===== src/rtl/cryptbus_pkg.sv =====
package cryptbus_pkg;

  // Strobes sent from the bus control to the datapath
  typedef struct packed {
    logic wrCycle;    // memory write in progress
    logic rdCycle;    // memory read in progress
    logic driveBus;   // data bus driven toward memory
    logic returnRead; // decrypted byte handed back to the core
  } busStrobes_t;

endpackage


===== src/rtl/cryptbus_ctrl.sv =====
module cryptbus_ctrl
  import cryptbus_pkg::*;
(
  input  logic        cpuRd,
  input  logic        cpuWr,
  output busStrobes_t strobes
);

  logic readOnly;

  // a write outranks a simultaneous read
  assign readOnly = cpuRd & ~cpuWr;

  always_comb begin
    strobes            = '0;
    strobes.wrCycle    = cpuWr;
    strobes.driveBus   = cpuWr;
    strobes.rdCycle    = readOnly;
    strobes.returnRead = readOnly;
  end

endmodule


===== src/rtl/cryptbus_addr_scrambler.sv =====
module cryptbus_addr_scrambler #(
  parameter int ADDR_W = 16,
  parameter int KEY_W  = 64
) (
  input  logic              clk,
  input  logic              rstN,
  input  logic [KEY_W-1:0]  key,
  input  logic [ADDR_W-1:0] logAddr,
  output logic [ADDR_W-1:0] physAddr
);

  localparam int ROT_W    = $clog2(ADDR_W);
  localparam int ROT_LO   = ADDR_W;
  localparam int MASKB_LO = ADDR_W + ROT_W;

  logic [ADDR_W-1:0]   maskIn;
  logic [ADDR_W-1:0]   maskOut;
  logic [ROT_W-1:0]    rotField;
  logic [ROT_W:0]      rotAmt;
  logic [ADDR_W-1:0]   mixed;
  logic [2*ADDR_W-1:0] dblRot;

  assign maskIn   = key[ADDR_W-1:0];
  assign rotField = key[ROT_LO +: ROT_W];
  assign maskOut  = key[MASKB_LO +: ADDR_W];

  // rotation forced into 1 .. ADDR_W-1 so it never collapses to identity
  assign rotAmt = ({1'b0, rotField} % (ROT_W+1)'(ADDR_W - 1)) + (ROT_W+1)'(1);

  assign mixed    = logAddr ^ maskIn;
  assign dblRot   = {mixed, mixed} << rotAmt;
  assign physAddr = dblRot[2*ADDR_W-1:ADDR_W] ^ maskOut;

  // checker: walk the transform backwards
  logic [ADDR_W-1:0]   backMixed;
  logic [2*ADDR_W-1:0] backDbl;
  logic [ADDR_W-1:0]   backAddr;

  assign backMixed = physAddr ^ maskOut;
  assign backDbl   = {backMixed, backMixed} >> rotAmt;
  assign backAddr  = backDbl[ADDR_W-1:0] ^ maskIn;

  AST_ADDR_INVERTS: assert property (@(posedge clk) disable iff (!rstN)
    backAddr == logAddr);

  AST_NEIGHBOUR_APART: assert property (@(posedge clk) disable iff (!rstN)
    (logAddr == ADDR_W'($past(logAddr) + 1'b1) && $stable(key) &&
     $past(logAddr[ADDR_W-2:0]) != {(ADDR_W-1){1'b1}})
    |-> (ADDR_W'(physAddr - $past(physAddr)) != ADDR_W'(1) &&
         ADDR_W'($past(physAddr) - physAddr) != ADDR_W'(1)));

endmodule


===== src/rtl/cryptbus_data_cipher.sv =====
module cryptbus_data_cipher #(
  parameter int DATA_W = 8,
  parameter int ADDR_W = 16,
  parameter int KEY_W  = 64
) (
  input  logic              clk,
  input  logic              rstN,
  input  logic [KEY_W-1:0]  key,
  input  logic [ADDR_W-1:0] physAddr,
  input  logic [DATA_W-1:0] plainIn,
  output logic [DATA_W-1:0] cipherOut,
  input  logic [DATA_W-1:0] cipherIn,
  output logic [DATA_W-1:0] plainOut
);

  localparam int KEY_BYTES = KEY_W / DATA_W;
  localparam int IDX_W     = $clog2(KEY_BYTES);
  localparam int DROT_W    = $clog2(DATA_W);
  localparam int HALF      = DATA_W / 2;

  logic [DATA_W-1:0] keyBytes [KEY_BYTES];
  logic [DATA_W-1:0] pageBits;
  logic [DATA_W-1:0] pageSwap;
  logic [IDX_W-1:0]  byteSel;
  logic [DATA_W-1:0] pad;
  logic [DROT_W-1:0] dRot;
  logic              revFlag;

  for (genvar g = 0; g < KEY_BYTES; g++) begin : gKeyBytes
    assign keyBytes[g] = key[g*DATA_W +: DATA_W];
  end

  assign pageBits = physAddr[ADDR_W-1 -: DATA_W];
  assign pageSwap = {pageBits[HALF-1:0], pageBits[DATA_W-1:HALF]};
  assign byteSel  = pageBits[IDX_W-1:0];
  assign pad      = physAddr[DATA_W-1:0] ^ keyBytes[byteSel] ^ pageSwap;
  assign dRot     = key[KEY_W-1 -: DROT_W];
  assign revFlag  = key[KEY_W-1-DROT_W];

  // encrypt: whiten, rotate, optionally mirror
  logic [DATA_W-1:0]   encMix;
  logic [2*DATA_W-1:0] encDbl;
  logic [DATA_W-1:0]   encRot;
  logic [DATA_W-1:0]   encRev;

  assign encMix = plainIn ^ pad;
  assign encDbl = {encMix, encMix} << dRot;
  assign encRot = encDbl[2*DATA_W-1:DATA_W];

  // decrypt: un-mirror, rotate back, remove whitening
  logic [DATA_W-1:0]   decRev;
  logic [DATA_W-1:0]   decIn;
  logic [2*DATA_W-1:0] decDbl;

  for (genvar b = 0; b < DATA_W; b++) begin : gMirror
    assign encRev[b] = encRot[DATA_W-1-b];
    assign decRev[b] = cipherIn[DATA_W-1-b];
  end

  assign cipherOut = revFlag ? encRev : encRot;
  assign decIn     = revFlag ? decRev : cipherIn;
  assign decDbl    = {decIn, decIn} >> dRot;
  assign plainOut  = decDbl[DATA_W-1:0] ^ pad;

  AST_CIPHER_ROUNDTRIP: assert property (@(posedge clk) disable iff (!rstN)
    (cipherIn == cipherOut) |-> (plainOut == plainIn));

endmodule


===== src/rtl/cryptbus_datapath.sv =====
module cryptbus_datapath
  import cryptbus_pkg::*;
#(
  parameter int ADDR_W = 16,
  parameter int DATA_W = 8,
  parameter int KEY_W  = 64
) (
  input  logic              clk,
  input  logic              rstN,
  input  busStrobes_t       strobes,
  input  logic [KEY_W-1:0]  key,
  input  logic [ADDR_W-1:0] cpuAddr,
  input  logic [DATA_W-1:0] cpuWrData,
  output logic [DATA_W-1:0] cpuRdData,
  output logic [ADDR_W-1:0] memAddr,
  output logic [DATA_W-1:0] memWrData,
  input  logic [DATA_W-1:0] memRdData
);

  logic [ADDR_W-1:0] physAddr;
  logic [DATA_W-1:0] decoded;

  cryptbus_addr_scrambler #(.ADDR_W(ADDR_W), .KEY_W(KEY_W)) uScrambler (
    .clk      (clk),
    .rstN     (rstN),
    .key      (key),
    .logAddr  (cpuAddr),
    .physAddr (physAddr)
  );

  cryptbus_data_cipher #(.DATA_W(DATA_W), .ADDR_W(ADDR_W), .KEY_W(KEY_W)) uCipher (
    .clk       (clk),
    .rstN      (rstN),
    .key       (key),
    .physAddr  (physAddr),
    .plainIn   (cpuWrData),
    .cipherOut (memWrData),
    .cipherIn  (memRdData),
    .plainOut  (decoded)
  );

  assign memAddr   = physAddr;
  assign cpuRdData = strobes.returnRead ? decoded : '0;

endmodule


===== src/rtl/cryptbus_top.sv =====
module cryptbus_top
  import cryptbus_pkg::*;
#(
  parameter int ADDR_W = 16,
  parameter int DATA_W = 8,
  parameter int KEY_W  = 64
) (
  input  logic              clk,
  input  logic              rstN,
  input  logic [KEY_W-1:0]  key,
  input  logic [ADDR_W-1:0] cpuAddr,
  input  logic              cpuRd,
  input  logic              cpuWr,
  input  logic [DATA_W-1:0] cpuWrData,
  output logic [DATA_W-1:0] cpuRdData,
  output logic [ADDR_W-1:0] memAddr,
  output logic              memRd,
  output logic              memWr,
  output logic              memDataOe,
  output logic [DATA_W-1:0] memWrData,
  input  logic [DATA_W-1:0] memRdData
);

  busStrobes_t strobes;

  cryptbus_ctrl uCtrl (
    .cpuRd   (cpuRd),
    .cpuWr   (cpuWr),
    .strobes (strobes)
  );

  cryptbus_datapath #(.ADDR_W(ADDR_W), .DATA_W(DATA_W), .KEY_W(KEY_W)) uData (
    .clk       (clk),
    .rstN      (rstN),
    .strobes   (strobes),
    .key       (key),
    .cpuAddr   (cpuAddr),
    .cpuWrData (cpuWrData),
    .cpuRdData (cpuRdData),
    .memAddr   (memAddr),
    .memWrData (memWrData),
    .memRdData (memRdData)
  );

  assign memRd     = strobes.rdCycle;
  assign memWr     = strobes.wrCycle;
  assign memDataOe = strobes.driveBus;

  AST_DRIVE_ONLY_WRITE: assert property (@(posedge clk) disable iff (!rstN)
    memDataOe |-> cpuWr);

  AST_READ_QUIET: assert property (@(posedge clk) disable iff (!rstN)
    !(cpuRd && !cpuWr) |-> (cpuRdData == '0 && !memRd));

  AST_WRITE_WINS: assert property (@(posedge clk) disable iff (!rstN)
    (cpuRd && cpuWr) |-> (memWr && !memRd));

endmodule


===== config.mk =====
export PLATFORM = sky130hd
export DESIGN_NAME = cryptbus_top
export DESIGN_NICKNAME = d
export VERILOG_FILES = /design/src/rtl/cryptbus_pkg.sv /design/src/rtl/cryptbus_ctrl.sv /design/src/rtl/cryptbus_addr_scrambler.sv /design/src/rtl/cryptbus_data_cipher.sv /design/src/rtl/cryptbus_datapath.sv /design/src/rtl/cryptbus_top.sv
export SDC_FILE = /design/constraint.sdc
export NUM_CORES = 1
export LEC_CHECK = 0
export ABC_CLOCK_PERIOD_IN_PS = 6020
export BUFFER_PORTS_ARGS = -buffer_cell sky130_fd_sc_hd__buf_2
export CAP_MARGIN = 20
export CORE_ASPECT_RATIO = 0.7
export CORE_UTILIZATION = 36
export DETAILED_ROUTE_END_ITERATION = 8
export GPL_TIMING_DRIVEN = 1
export PLACE_DENSITY_LB_ADDON = 0.3
export SLEW_MARGIN = 20
export SYNTH_ARGS = -nofsm -noshare
export SYNTH_HDL_FRONTEND = slang
export SYNTH_SLANG_ARGS = --single-unit
export TNS_END_PERCENT = 1

===== constraint.sdc =====
create_clock -name vclk -period 6.02
set_input_delay 0.602 -clock vclk [all_inputs]
set_output_delay 0.602 -clock vclk [all_outputs]
set_load 0.02 [all_outputs]

==> results.md <==
* Final Cycle Share at 97.1%
* Simple-Gate Fraction of Synth Area at 18.0%
* NumNets Final at 811
* Pin count of the biggest net entering global routing at 28
* Peak Freq at 171 MHz
* Commonest non-fill, non-tap cells in the layout: 133 x buf_2, 71 x buf_4, 53 x nand2_1
* GRT Total Usage at 28.5%
* Die Width at 131 um
* Power Total at 1890 uW
* Number of sequential cells at 0
* Worst-path fanout max at 5
* Port bufs at 133
* Internal power at 856 uW
* Comb pwr share at 100.0%
* Routed Antenna Nets at 0
* Mux cell area share after synthesis at 28.0%
* Slew Viols, Final at 0
* Cts hold-fix bufs at 0
* Switching pwr at 1040 uW
* Die height at 92.6 um
* Die area at 12200 um^2
* Routed via count at 5271
* Initial Util at 37.6%
* Drt via density at 6.13
* Core Area at 11200 um^2
* Top-area cell type share of the netlist area at 13.3%
* Critical Path Sink Type: output port
* Max Cap Violations at 0
* Critical path arrival at 5.24 ns
* Mapped Nets at 640
* FP Rows at 32
* Clock Buffer Count at 0
* Setup TNS at 0 ns
* Dpl hpwl at 14900 um
* Status: complete, no violations
* I/O Pins at 135
* Setup violators final at 0
* N_diodes at 0
* Synth Area in Adders at 0.593%
* Top post-synthesis cells by area: mux4_2 13%, mux2i_1 11%, xnor2_1 9.8%
* Actual slew at the worst max-slew pin at 0.787 ns
* Area leader, netlist: mux4_2
* Sequential cell area at 0 um^2
* Antenna violations before repair at 0
* Hold Violations, Final at 0
* Min-delay worst type: in2out
* 1st-iter DRT viols at 589
* Rel. slew slack at 47.5%
* Sequential share of power at 0%
* Syn Inst Count at 538
* Congestion Overflow GR at 0
* Ys Warns at 0
* Peak supply drop at 0.151 mV
* Final WS setup at 0.175 ns
* Routed len/inst at 20.9 um
* Clk pwr share at 0%
* Switching Share at 54.8%
* Compound-Gate Fraction of Synth Area at 27.5%
* Residual DRC at 0
* Period minus WS final at 5.84 ns
* First-pass GRT wire length at 27200 um
* Layout cell share with drive strength beyond 1 at 43.7%
* Synth unique cells at 81
* Vias in the first global route at 4845
* Drt total wl at 18000 um
* CP startpoint kind: primary input
* Req. time, crit path at 5.42 ns
* Leak at 0.00251 uW
* GPL Wtd Cong at 0.977
* Power per cell area at 329 nW/um^2
* Fillers at 1077
* DR pass1 iterations at 5
* Most common cell after layout, fill and taps aside: buf_2
* Area Overhead vs Synth at 36.6%
* Synth Area in XOR/XNOR at 20.1%
* Largest family of logic cells by synthesized area: multiplexers
* Post-synthesis average cell area at 7.84 um^2
* Netlist Area Pre-Place at 4220 um^2
* Post-place setup slack at -0.106 ns
* Register area share after synthesis at 0%
* CP Class: in2out
## cells in the mapped netlist, types with 3 or more instances
cell type	number
a2111oi_0	4
a211oi_1	12
a21o_1	3
a21oi_1	22
a221oi_1	7
a22o_1	3
a22oi_1	4
a31oi_1	16
and2_1	4
and3_1	6
buf_1	5
buf_2	8
buf_4	4
clkbuf_1	21
inv_1	11
inv_2	3
mux2_1	3
mux2_2	10
mux2i_1	47
mux4_2	25
nand2_1	53
nand3_1	13
nand4_1	10
nor2_1	44
nor3_1	9
o2111ai_1	7
o211a_1	4
o211ai_1	10
o21ai_0	12
o221ai_1	3
o22ai_1	7
o2bb2ai_1	4
o31ai_1	6
o32ai_1	3
xnor2_1	47
xnor3_1	4
xor2_1	31
## worst max-delay path: stages
cell and delay [ns]:
buf_2 0.12, ha_4 0.17, inv_1 0.10, a21oi_1 0.09, a31oi_1 0.24, ha_2 0.32
xor2_4 0.19, mux4_2 0.51, o211a_2 0.33, nand2_1 0.13, nand3_2 0.09, xor2_2 0.20
inv_2 0.10, buf_4 0.16, buf_4 0.15, nor3_1 0.26, nor4_2 0.09, buf_4 0.16
xnor3_1 0.30, mux2i_1 0.11, mux2_1 0.34, mux2i_1 0.21, mux2i_1 0.10, buf_2 0.18
## final cells by class
cell class	count	area, um^2	share of cell area, %
inverter	17	72.6	1.26
tap	153	191	3.32
multi-input combinational	482	4240	73.7
timing repair buffer	208	1250	21.7
## metrics by stage
step,util [%],cells,cell area [um^2],hold WS (ns)
after floorplan,-,538,4220,1.32
after global placement,48.1,850,5400,1.44
after detailed placement,48.1,850,5400,1.44
after CTS,48.3,850,5420,1.45
after global routing,51.4,860,5760,1.45
final,51.4,860,5760,1.44
## per-layer routing
| layer | share of wire (%) | vias up | GRT usage, % |
|---|---|---|---|
| met1 | 47 | 2542 | 43.0 |
| met3 | 11 | 15 | 6.24 |
| met4 | 0.67 | 0 | 2.13 |
| met5 | 0 | - | 0 |
| li1 | - | 2423 | - |
| met2 | 41 | 291 | 42.3 |
## path summary, 6_finish.rpt
path / startpoint / endpoint / slack (ns) / cells past startpoint
setup / recovery: key[16] / memWrData[7] / 0.18 / 24
hold / removal: cpuWr / memDataOe / 1.44 / 2
## cells by family after synthesis
logic type	Yosys count
and+or+nand+nor	157
AOI/OAI and AO/OA	152
xor gates and xnor gates	86
muxes	85
buffers and inverters	56
adders and majority gates	2
## what timing repair did
action / in CTS / in global routing
setup buffers: 0 / 10
resized for setup: 4 / 51
endpoints found under the setup margin: 7 / 8
cloned: 0 / 0
pin swaps: 1 / 13
## power groups by stage
stage / logic, uW / registers [uW] / clock network, uW
4_1_cts: 1700 / 0 / 0
3_5_place_dp: 1690 / 0 / 0
5_1_grt: 2010 / 0 / 0
6_report: 1890 / 0 / 0
3_3_place_gp: 1670 / 0 / 0
2_1_floorplan: 1130 / 0 / 0
(Power assumes the default switching activity.)
